### config.mk
export PLATFORM = sky130hd
export DESIGN_NAME = serial_audio_rx
export DESIGN_NICKNAME = d
export VERILOG_FILES = /design/src/rtl/sar_pkg.sv /design/src/rtl/sar_sync.sv /design/src/rtl/sar_slot_track.sv /design/src/rtl/sar_word_build.sv /design/src/rtl/serial_audio_rx.sv
export SDC_FILE = /design/constraint.sdc
export NUM_CORES = 1
export LEC_CHECK = 0
export ABC_AREA = 1
export BUFFER_PORTS_ARGS = -buffer_cell sky130_fd_sc_hd__buf_2
export CORE_ASPECT_RATIO = 2
export CORE_MARGIN = 2
export CORE_UTILIZATION = 42
export CTS_BUF_LIST = sky130_fd_sc_hd__clkbuf_8
export CTS_CLUSTER_DIAMETER = 100
export DETAILED_ROUTE_END_ITERATION = 6
export MAX_ROUTING_LAYER = met4
export SLEW_MARGIN = 20
export SYNTH_ARGS = -nofsm -noshare
export SYNTH_HDL_FRONTEND = slang
export SYNTH_HIERARCHICAL = 1
export SYNTH_SLANG_ARGS = --single-unit
### constraint.sdc
create_clock -name clk -period 2.75 [get_ports clk]
set_input_delay 0.4125 -clock clk [delete_from_list [all_inputs] [get_ports clk]]
set_output_delay 0.4125 -clock clk [all_outputs]
set_load 0.02 [all_outputs]
### src/rtl/sar_pkg.sv
package sar_pkg;

   typedef enum logic [1:0] {
      FMT_I2S_A = 2'b00,
      FMT_I2S_B = 2'b01,
      FMT_LEFT  = 2'b10,
      FMT_RIGHT = 2'b11
   } sar_fmt_e;

   // right-justified length code to bit count
   function automatic int unsigned rj_bits(input logic [1:0] sel);
      case (sel)
         2'b00:   return 24;
         2'b01:   return 20;
         2'b10:   return 18;
         default: return 16;
      endcase
   endfunction

endpackage

### src/rtl/sar_sync.sv
module sar_sync #(
   parameter int STAGES = 2
) (
   input  logic clk,
   input  logic rst_n,
   input  logic bclk_i,
   input  logic lrck_i,
   input  logic sdata_i,
   input  logic latch_rise,
   output logic lat_pulse,
   output logic lr_bit,
   output logic d_bit
);
   localparam int NSIG = 3;

   generate
      if (STAGES < 2) begin : g_bad_stages
         $error("sar_sync: STAGES must be at least 2");
      end
   endgenerate

   logic [NSIG-1:0] pipe [STAGES];
   logic            bclk_q;
   logic            bclk_now;

   always_ff @(posedge clk or negedge rst_n) begin
      if (!rst_n) begin
         for (int s = 0; s < STAGES; s++) pipe[s] <= '0;
         bclk_q <= 1'b0;
      end else begin
         pipe[0] <= {bclk_i, lrck_i, sdata_i};
         for (int s = 1; s < STAGES; s++) pipe[s] <= pipe[s-1];
         bclk_q <= pipe[STAGES-1][2];
      end
   end

   assign bclk_now  = pipe[STAGES-1][2];
   assign lat_pulse = latch_rise ? (bclk_now & ~bclk_q) : (~bclk_now & bclk_q);
   assign lr_bit    = pipe[STAGES-1][1];
   assign d_bit     = pipe[STAGES-1][0];

endmodule

### src/rtl/sar_slot_track.sv
module sar_slot_track (
   input  logic clk,
   input  logic rst_n,
   input  logic bit_pulse,
   input  logic lr_bit,
   input  logic i2s_mode,
   output logic bit_en,
   output logic new_slot,
   output logic slot_done,
   output logic done_lr
);
   logic lr_prev;
   logic lr_prev_ok;
   logic cur_lr;
   logic primed;
   logic armed;
   logic slot_lr;
   logic slot_ok;
   logic changed;

   // I2S slots lag the channel clock by one bit
   assign slot_lr = i2s_mode ? lr_prev : lr_bit;
   assign slot_ok = !i2s_mode || lr_prev_ok;
   assign changed = primed && (slot_lr != cur_lr);

   assign bit_en    = bit_pulse && slot_ok;
   assign new_slot  = bit_en && (!primed || changed);
   assign slot_done = bit_en && changed && armed;
   assign done_lr   = cur_lr;

   always_ff @(posedge clk or negedge rst_n) begin
      if (!rst_n) begin
         lr_prev    <= 1'b0;
         lr_prev_ok <= 1'b0;
         cur_lr     <= 1'b0;
         primed     <= 1'b0;
         armed      <= 1'b0;
      end else if (bit_pulse) begin
         lr_prev    <= lr_bit;
         lr_prev_ok <= 1'b1;
         if (slot_ok) begin
            if (!primed) begin
               primed <= 1'b1;
               cur_lr <= slot_lr;
            end else if (changed) begin
               cur_lr <= slot_lr;
               armed  <= 1'b1;
            end
         end
      end
   end

endmodule

### src/rtl/sar_word_build.sv
module sar_word_build
   import sar_pkg::*;
#(
   parameter int W = 24
) (
   input  logic         clk,
   input  logic         rst_n,
   input  logic         bit_en,
   input  logic         new_slot,
   input  logic         d_bit,
   input  logic         rj_mode,
   input  logic [1:0]   rj_sel,
   output logic [W-1:0] word
);
   localparam int CW = $clog2(W + 1);

   logic [W-1:0]  sr;
   logic [CW-1:0] cnt;
   logic [CW-1:0] msb_idx;
   logic [CW-1:0] len;
   logic [CW-1:0] eff;
   logic [CW-1:0] sign_idx;

   assign msb_idx  = CW'(W - 1) - cnt;
   assign len      = CW'(rj_bits(rj_sel));
   assign eff      = (cnt < len) ? cnt : len;
   assign sign_idx = (eff == '0) ? '0 : eff - 1'b1;

   always_ff @(posedge clk or negedge rst_n) begin
      if (!rst_n) begin
         sr  <= '0;
         cnt <= '0;
      end else if (bit_en) begin
         if (new_slot) begin
            cnt <= CW'(1);
            sr  <= rj_mode ? {{(W-1){1'b0}}, d_bit} : {d_bit, {(W-1){1'b0}}};
         end else if (rj_mode) begin
            sr <= {sr[W-2:0], d_bit};
            if (cnt != CW'(W)) cnt <= cnt + 1'b1;
         end else if (cnt != CW'(W)) begin
            sr[msb_idx] <= d_bit;
            cnt         <= cnt + 1'b1;
         end
      end
   end

   // MSB-first: register as is; right-justified: keep eff low bits, sign-extend
   generate
      for (genvar j = 0; j < W; j++) begin : g_bit
         assign word[j] = !rj_mode ? sr[j]
                        : ((CW'(j) < eff) ? sr[j] : sr[sign_idx]);
      end
   endgenerate

endmodule

### src/rtl/serial_audio_rx.sv
module serial_audio_rx
   import sar_pkg::*;
#(
   parameter int SAMPLE_W    = 24,
   parameter int SYNC_STAGES = 2
) (
   input  logic                clk,
   input  logic                rst_n,
   input  logic                bclk_i,
   input  logic                lrck_i,
   input  logic                sdata_i,
   input  logic [1:0]          fmt_sel,
   input  logic                latch_rise,
   input  logic                lr_swap,
   input  logic [1:0]          rj_len_sel,
   output logic [SAMPLE_W-1:0] left_o,
   output logic                left_vld,
   output logic [SAMPLE_W-1:0] right_o,
   output logic                right_vld
);
   generate
      if (SAMPLE_W < 24) begin : g_bad_width
         $error("serial_audio_rx: SAMPLE_W must be at least 24");
      end
   endgenerate

   sar_fmt_e fmt;
   logic i2s_mode;
   logic rj_mode;
   logic lat_pulse;
   logic lr_bit;
   logic d_bit;
   logic bit_en;
   logic new_slot;
   logic slot_done;
   logic done_lr;
   logic [SAMPLE_W-1:0] word;

   assign fmt      = sar_fmt_e'(fmt_sel);
   assign i2s_mode = (fmt == FMT_I2S_A) || (fmt == FMT_I2S_B);
   assign rj_mode  = (fmt == FMT_RIGHT);

   sar_sync #(.STAGES(SYNC_STAGES)) u_sync (
      .clk        (clk),
      .rst_n      (rst_n),
      .bclk_i     (bclk_i),
      .lrck_i     (lrck_i),
      .sdata_i    (sdata_i),
      .latch_rise (latch_rise),
      .lat_pulse  (lat_pulse),
      .lr_bit     (lr_bit),
      .d_bit      (d_bit)
   );

   sar_slot_track u_track (
      .clk       (clk),
      .rst_n     (rst_n),
      .bit_pulse (lat_pulse),
      .lr_bit    (lr_bit),
      .i2s_mode  (i2s_mode),
      .bit_en    (bit_en),
      .new_slot  (new_slot),
      .slot_done (slot_done),
      .done_lr   (done_lr)
   );

   sar_word_build #(.W(SAMPLE_W)) u_build (
      .clk      (clk),
      .rst_n    (rst_n),
      .bit_en   (bit_en),
      .new_slot (new_slot),
      .d_bit    (d_bit),
      .rj_mode  (rj_mode),
      .rj_sel   (rj_len_sel),
      .word     (word)
   );

   always_ff @(posedge clk or negedge rst_n) begin
      if (!rst_n) begin
         left_o    <= '0;
         right_o   <= '0;
         left_vld  <= 1'b0;
         right_vld <= 1'b0;
      end else begin
         left_vld  <= 1'b0;
         right_vld <= 1'b0;
         if (slot_done) begin
            if (done_lr ^ lr_swap) begin
               left_o   <= word;
               left_vld <= 1'b1;
            end else begin
               right_o   <= word;
               right_vld <= 1'b1;
            end
         end
      end
   end

endmodule

Word-level counts from Yosys, hierarchy flattened
Cells that the tools add are included.
{ "word_totals": {"register_bits": 91, "inputBits": 11, "output_inout_bits": 50, "elab_cells": 151} }
{ "classes": {"add_sub_neg": 3, "order_cmp": 28, "eq_ne": 7, "mux": 70, "bitwise": 6, "reduce_logical": 23} }
{ "op_table": {"columns": ["cell", "n"], "rows": [
  ["$mux 24", 4],
  ["$mux 1", 58],
  ["$lt 4x5->1 const A", 8],
  ["$lt 5x5->1 const A", 8],
  ["$bwmux 24", 1],
  ["$lt 3x5->1 const A", 4],
  ["$mux 5", 4],
  ["$lt 5x6->1 const B", 2],
  ["$pmux 4 s3", 1],
  ["$lt 1x5->1 const A", 2],
  ["$lt 2x5->1 const A", 2],
  ["$reduce_and 2->1", 5],
  ["$logic_and 1x1->1", 6],
  ["$add 5x1->5 const B", 1],
  ["$bmux 1 s5", 1],
  ["$demux 1 s5", 1],
  ["$ge 5x1->1 const B", 1],
  ["$logic_not 5->1", 1],
  ["$lt 5x5->1", 1],
  ["$ne 5x5->1 const B", 1],
  ["$sub 5x1->5 const B", 1],
  ["$sub 5x5->5 const A", 1],
  ["$eq 2x1->1 const B", 2],
  ["$eq 2x2->1 const B", 2],
  ["12 further kinds", 19]
]} }

Depth between registers and ports, before layout
Gate-level depths: netlist of the first run.
{ "logic_depth": {"word_depth": 10, "depth_mapped": 29, "depth_no_buf": 27} }

By module
Netlist of the first run, hierarchy kept.
{ "modules_own_cells": {"columns": ["module", "instances", "cells_each", "area_each_um2", "seq_area_each_um2"], "rows": [
  ["sar_word_build", 1, 496, 3080.5, 725.7],
  ["serial_audio_rx", 1, 223, 2072.0, 1251.2],
  ["sar_slot_track", 1, 28, 255.2, 125.1],
  ["sar_sync", 1, 13, 200.2, 175.2]
]} }

Worst setup path after synthesis of the first run
Ideal clock, no wire load.
{ "synth_timing": {"path_kind": "input-to-reg", "start": "input rj_len_sel[0]", "end": "register left_o[15]", "setup_ns": 0.117, "arrival_ns": 2.896, "required_time_ns": 2.633, "setup_slack_ns": -0.263, "path_stages": 28, "path_buffers": 3, "path_cell_list": "inv_1 -> nand2_1 -> ha_1 -> nand2_1 -> inv_1 -> nand2_2 -> nand2_4 -> inv_2 -> nand2_2 -> buf_2 -> ha_1 -> inv_1 -> nor2_1 -> nand3_4 -> nand2_2 -> buf_6 -> nand2_1 -> nand3_1 -> nand3_1 -> nand3_1 -> nand2_2 -> nand2_4 -> buf_8 -> nand3_2 -> nand2_1 -> inv_1 -> nand4_1 -> nand2_1"} }
{ "synth_via": {"elab_chain_cells": 10, "elab_cells_between_ends": 14, "classes_between": "add/sub (1); order compare (2); eq/ne (2); mux (7); reduce/logical (2)"} }
{ "synth_rtl": {"columns": ["item", "line", "text"], "rows": [
  ["from (decl)", "serial_audio_rx.sv:15", "input logic [1:0] rj_len_sel,"],
  ["$eq 2x2->1 (tied with other cells)", "sar_pkg.sv:12", "case (sel)"],
  ["$pmux 4 s3 (*)", "sar_pkg.sv:12", null],
  ["$lt 5x5->1", "sar_word_build.sv:26", "assign eff = (cnt < len) ? cnt : len;"],
  ["$mux 5 (*)", "sar_word_build.sv:26", null],
  ["$sub 5x1->5 or $logic_not 5->1 (tied branches)", "sar_word_build.sv:27", "assign sign_idx = (eff == '0) ? '0 : eff - 1'b1;"],
  ["$mux 5", "sar_word_build.sv:27", null],
  ["$bmux 1 s5", "sar_word_build.sv:51", ": ((CW'(j) < eff) ? sr[j] : sr[sign_idx]);"],
  ["$mux 1 (not written as such)", "sar_word_build.sv:51", null],
  ["$mux 1 (*)", "sar_word_build.sv:51", null],
  ["$mux 1 (*)", "sar_word_build.sv:50", "assign word[j] = !rj_mode ? sr[j]"],
  ["net word[15]", "serial_audio_rx.sv:37", "logic [SAMPLE_W-1:0] word;"],
  ["to (signal assigned)", "serial_audio_rx.sv:89", "left_o <= word;"],
  ["to (decl)", "serial_audio_rx.sv:16", "output logic [SAMPLE_W-1:0] left_o,"]
]} }
The timed path passes the listed nets; every way through them passes the cells marked *. The select of a mux whose other input is x is not followed.
A chain may end at the register's enable or synchronous reset.

Worst setup path in the final report of the first run
{ "layout_timing": {"start": "register u_build.cnt[2]", "end": "register left_o[9]"} }
{ "layout_via": {"elab_chain_cells": 8, "elab_cells_between_ends": 10, "classes_between": "add/sub (1); order compare (2); mux (6); reduce/logical (1)"} }
{ "layout_rtl": {"columns": ["item", "line", "text"], "rows": [
  ["from (decl)", "sar_word_build.sv:18", "logic [CW-1:0] cnt;"],
  ["from (signal assigned)", "sar_word_build.sv:39", "if (cnt != CW'(W)) cnt <= cnt + 1'b1;"],
  ["from (signal assigned)", "sar_word_build.sv:42", "cnt <= cnt + 1'b1;"],
  ["$lt 5x5->1", "sar_word_build.sv:26", null],
  ["$mux 5 (*)", "sar_word_build.sv:26", null],
  ["$sub 5x1->5 or $logic_not 5->1 (tied branches)", "sar_word_build.sv:27", null],
  ["$mux 5", "sar_word_build.sv:27", null],
  ["$bmux 1 s5", "sar_word_build.sv:51", null],
  ["$mux 1 (not written as such)", "sar_word_build.sv:51", null],
  ["$mux 1 (*)", "sar_word_build.sv:51", null],
  ["$mux 1 (*)", "sar_word_build.sv:50", null],
  ["net word[9]", "serial_audio_rx.sv:37", null]
]} }
Marked as above.

==> results of run 1 <==
## logic make-up after synthesis
logic type	count (synthesis)
adders and majority gates	9
and+or+nand+nor	411
DFF	91
xor gates and xnor gates	1
buffers and inverters	139
AOI/OAI and AO/OA	109
## stage by stage
stage,cells,area (µm²),total power (µW),hold WS (ps)
finish,1017,6860,8740,79.6
global route,1017,6860,9320,113
CTS,1015,6710,8280,94.2
detailed placement,996,6400,6990,336
global placement,996,6400,6940,333
floorplan,760,5700,5270,117
## layer usage
| layer | part of all wire [%] | up-vias | GRT usage (%) |
|---|---|---|---|
| li1 | - | 2677 | - |
| met1 | 36 | 2563 | 25.7 |
| met2 | 54 | 164 | 46.3 |
| met3 | 3.1 | 64 | 3.20 |
| met4 | 6.8 | 0 | 16.1 |
| met5 | 0 | - | - |
## cell usage in the layout, fill, tap and decap left out, types with 3 or more instances in the layout
master and instances:
a21oi_1 13, a22oi_1 16, buf_2 59, buf_4 53, buf_6 3, clkbuf_8 10, clkinv_1 3, clkinvlp_4 3
dfrtp_1 91, ha_1 7, inv_1 81, inv_2 21, inv_4 4, nand2_1 203, nand2_2 25, nand2_4 9
nand3_1 56, nand3_2 29, nand3_4 5, nand4_1 24, nor2_1 42, nor2_4 3, nor3_1 5, o211ai_1 3
o21ai_0 48, o22ai_1 7, o31ai_1 16, or2_2 3
## worst max-delay path, stage by stage, from the launching register on
cell       delay, ps
dfrtp_1          440
ha_4             280
nand2_1           40
nand2_1           70
nand2_2           70
nand2_4           90
inv_4             50
nand2_4           60
nand2_4           50
inv_4             70
ha_4             120
inv_2             40
nor2_4            90
nand3_4          170
buf_8            200
nand3_4           80
nand3_2           80
nand3_2           80
nand3_2           80
nand2_2           90
nand2_4           90
clkbuf_16        170
nand3_2           60
nand2_2           50
inv_2             60
nand4_1          110
nand2_1           90
## final cells by class
type	instances	area share (%)
well taps	152	2.77
inverters	109	6.29
repair buffers	119	11.7
clock buffers	10	2.01
flip-flops and latches	91	33.2
multi-input cells	530	43.1
clock inverters	6	0.948
## repair_timing
item	CTS	global route
endpoints found under the setup margin	48	48
pin swaps	19	12
setup buffers	3	1
gates resized for setup	18	43
cloned	0	1
hold buffers	0	0
## path summary, 6_finish.rpt
check	startpoint	endpoint	cells after the start	slack (ps)
min in group clk	bclk_i	u_sync/pipe[5]	1	140
worst max-delay path	u_build/cnt[2]	left_o[9]	26	-190
worst max register to register	u_build/cnt[2]	left_o[9]	26	-190
worst min-delay path	rst_n	left_vld	2	80
worst min register to register	u_sync/pipe[3]	u_sync/d_bit	0	360
max in group asynchronous	rst_n	left_o[15]	2	2300
## where the power goes
| group | internal [µW] | switching (µW) |
|---|---|---|
| logic | 2140 | 3670 |
| clock network | 445 | 496 |
| registers | 1730 | 255 |
| total | 4310 | 4430 |
## state kept, by name, summed over array words and instances, names as in the netlist
signal / flops
left_vld: 1
u_track/lr_prev: 1
u_sync/d_bit: 1
u_track/primed: 1
u_sync/lr_bit: 1
right_vld: 1
u_sync/bclk_now: 1
u_build/cnt: 5
right_o: 24
u_build/sr: 24
u_track/armed: 1
left_o: 24
u_track/lr_prev_ok: 1
u_sync/pipe: 3
u_sync/bclk_q: 1
u_track/done_lr: 1
==> impl_metrics.ini, run 1 <==
[placement]
pre_cts_ws_ps = -587
dp_hpwl_mm = 13.6
port_buffers = 60
gp_congestion = 0.955

[cts]
clock_tree.root_cell = clkbuf_8
clock_path_buffers = 2
clk_pin_slew_worst_paths_ps = 100
cts_made_buffers = 9
cts.sinks = 91
htreeDepth = 3
cts_tree = done
insertion_delay_ps = 370

[synth]
synth_top_flop_cell = dfrtp_1
synth_top_area_share_pct = 40.6
avgSynthCellArea_um2 = 7.38
ys_seq_area_share_pct = 40.6
netlist_area_um2 = 5610
yosys_warnings = 6
syn_inst = 760
synth_top_family_by_area = simple AND/OR/NAND/NOR gates
synth_compound_area_share_pct = 11.9
synth_area_leaders = dfrtp_1, nand2_1, inv_1, nand3_1, o21ai_0
synth_fp_nets = 780
yosysTopAreaCell = dfrtp_1
synthMuxAreaShare_pct = 0
yosysMostFrequentCell = nand2_1
synthAdderAreaFrac_pct = 2.01
synth_edf_count = 0
ys_types = 39
synth_seq_cells = 91
yosys.area_share.simple_pct = 34.4
async_reset_ff_share_pct = 100
synth-xor-area-share_pct = 0.156
yosys-top-cells-count = nand2_1, inv_1, dfrtp_1

[global_routing]
grt_antenna_before_repair = 0
grt_pass1_vias = 5492
grt_pass1_wl_mm = 28.0
grt-ovfl-total = 0
grt_usage_pct = 25.8
grt_start_max_net_pins = 92

[sta]
max_freq_mhz = 340
finClkSkew_ps = 17.3
tightest_slew_ps = 534
post-route-min-period_ps = 2940
setup_viol = 48
period_share_pct = 107
setup_slack_ps = -195
max-slew-margin-rel_pct = 64.3
slew_viol_final = 0
tns_ps = -6630
rsz0062_at_grt = true
hold_viol = 0

[route]
ant_nets = 0
viasPerCell = 5.38
dr.pass1.iters = 5
vias = 5468
wl_mm = 17.4
drc = 0
wl_per_cell_um = 17.1
drt_iter0_drc = 228

[finish]
final_core_util_pct = 52.8
n_antenna_cell = 0
drive_above_1_share_pct = 28.0
nNetsFinal = 880
area_growth_pct = 22.4
fill_cells = 1298
seq_area_um2 = 2280
multi_input_area_um2 = 2960

[worst_setup_path]
critPathMaxFanout = 6
endpoint_kind = register
critPathLaunchType = register
critical_path_required_ps = 3050
cp.arrival_ps = 3250
critPathKind = reg2reg

[floorplanning]
start_util_pct = 43.2
rows = 59
fp.dieW_um = 85.7
die_area_um2 = 14300
io_pins = 61
chipHeight_um = 167
core_um2 = 13000

[status]
status = finished, violations left
violations = setup timing

[power]
cellPowerDensity_nw_per_um2 = 1270
leakagePower_uw = 0.00365
peakVddDrop_v = 0.000832

[job]
cap_violations = 0

[worst_hold_path]
min_path_type = in2async
No activity file was read; power rests on OpenSTA's default activity.
==> run 2: changes to the inputs <==
--- a/config.mk
+++ b/config.mk
@@ -11,3 +11,3 @@
 export CORE_MARGIN = 2
-export CORE_UTILIZATION = 42
+export CORE_UTILIZATION = 35
 export CTS_BUF_LIST = sky130_fd_sc_hd__clkbuf_8
==> constraint.sdc (replaced) <==
create_clock -name clk -period 2.75 [get_ports clk]
set_input_delay 0.275 -clock clk [delete_from_list [all_inputs] [get_ports clk]]
set_output_delay 0.275 -clock clk [all_outputs]
set_load 0.02 [all_outputs]
==> run 2 against run 1 <==
Compared with the run above: the run still ends with setup timing left; hold slack improved by 190 ps; sequential cell count is the same; core utilization shrank 8.2 points; sequential power barely moved; clock power is 17% higher; power is 3.3% higher; final area increased by 2.1%; final cell count up 5.2%; via count decreased by 2.5%; critical endpoint is now right_o[14]; largest cell class unchanged.
==> impl_metrics.ini, run 2 (synthesis results as in run 1) <==
[status]
status = finished, violations left
violations = setup timing

[sta]
setup_slack_ps = -149
period_share_pct = 105
finClkSkew_ps = 11.1
max_freq_mhz = 345
setup_viol = 48
rsz0062_at_grt = true
post-route-min-period_ps = 2900
max-slew-margin-rel_pct = 53.3
hold_viol = 0
tightest_slew_ps = 701
slew_viol_final = 0
tns_ps = -5390

[route]
wl_mm = 16.6
met3WireLength_um = 488
wl_met2_mm = 9.06
dr.pass1.iters = 4
wl_per_cell_um = 15.5
ant_nets = 0
vias = 5332
viasPerCell = 4.98
drt_iter0_drc = 224
topRoutingLayerUsed = met4
drc = 0
drt-met1-wl_mm = 6.02

[floorplanning]
start_util_pct = 35.7
chipHeight_um = 183
die_area_um2 = 17100
fp.dieW_um = 93.5
core_um2 = 15700
io_pins = 61
rows = 65

[finish]
n_antenna_cell = 0
final_cell_mix = nand2_1, dfrtp_1, inv_1
final_cells = 1070
final_core_util_pct = 44.6
reg_top3 = left_o (24), right_o (24), u_build/sr (24)
final_common_cell = nand2_1
nNetsFinal = 884
final_cell_area_um2 = 7010
area_growth_pct = 24.9
drive_above_1_share_pct = 26.5

[global_routing]
grt_pass1_wl_mm = 26.7
grt_antenna_before_repair = 0
grt_start_max_net_pins = 53
grt-ovfl-total = 0
grt_pass1_vias = 5278
grt_usage_pct = 20.7

[worst_setup_path]
cp.arrival_ps = 3210
critPathKind = reg2reg
critPathMaxFanout = 8
endpoint_kind = register
critical_path_required_ps = 3060
crit_slowest_cell = dfrtp_1
cpPeakStageDelay_ps = 400
critPathLaunchType = register

[placement]
placedCellCount = 1040
port_buffers = 60
dp_hpwl_mm = 12.7
gp_congestion = 0.932
pre_cts_ws_ps = -371
placed_area_um2 = 6400

[cts]
clock_tree.root_cell = clkbuf_8
cts_made_buffers = 9
insertion_delay_ps = 370
cts.sinks = 91
clk_pin_slew_worst_paths_ps = 90
cts_tree = done
clock_path_buffers = 2
htreeDepth = 3

[job]
cap_violations = 0

[power]
leakagePower_uw = 0.00371
peakVddDrop_v = 0.00107
cellPowerDensity_nw_per_um2 = 1290

[worst_hold_path]
min_path_type = in2reg
run 2: cell count changes in the layout (fill, tap and decap cells not counted), moves of 2 or more:
cell and delta:
inv_2 -5, inv_1 +8, bufinv_16 +2, inv_4 -2, dlygate4sd3_1 +4, nand2_2 -5
buf_6 +2, clkinvlp_4 -2, nand2_1 +6, buf_4 -2
run 2: through the flow:
stage | total power (µW) | hold WS [ps]
finish | 9020 | 269
detailed placement | 6890 | 336
CTS | 8670 | 252
global placement | 6860 | 333
global route | 9630 | 292
floorplan | 5260 | -20.6
run 2: final timing paths:
check | startpoint | to | slack [ps] | depth (start not counted)
max in group asynchronous | rst_n | right_vld | 1580 | 3
min in group asynchronous | rst_n | u_sync/lr_bit | 500 | 2
hold reg to reg | u_sync/pipe[5] | u_sync/bclk_now | 350 | 0
hold / removal | latch_rise | u_track/lr_prev | 270 | 5
setup / recovery | u_build/cnt[2] | right_o[14] | -150 | 25
setup reg to reg | u_build/cnt[2] | right_o[14] | -150 | 25
run 2: where the power goes:
part           switching [µW]  internal (µW)
Combinational            3640           2300
Sequential                248           1730
Clock                     479            622
Total                    4370           4650
run 2: area by class of cell:
| class | instances | area, µm² |
|---|---|---|
| Clock inverter | 6 | 105 |
| Clock buffer | 10 | 138 |
| Sequential cell | 91 | 2280 |
| Inverter | 109 | 419 |
| Timing Repair Buffer | 123 | 857 |
| Fill cell | 1607 | 8690 |
| Multi-Input combinational cell | 530 | 2960 |
| Tap cell | 201 | 251 |
run 2: what timing repair did:
action,CTS,global route
hold buffers,4,0
resized for setup,23,38
endpoints found under the hold margin,54,0
buffers inserted,5,4
gates cloned,1,0
setup endpoints to repair,48,48
pin swaps,33,31
run 2: routing by layer:
metal / vias up / GRT usage, %
li1: 2683 / -
met1: 2478 / 20.6
met2: 120 / 37.1
met3: 51 / 2.51
met4: 0 / 13.8
met5: - / -
run 2: critical path: cells and delay by family, from the launching register on:
kind	cells	cell delay, ps
buffers and inverters	4	340
adder cells (fa/ha/maj)	2	410
flip-flops	1	400
AND/OR/NAND/NOR	19	1690
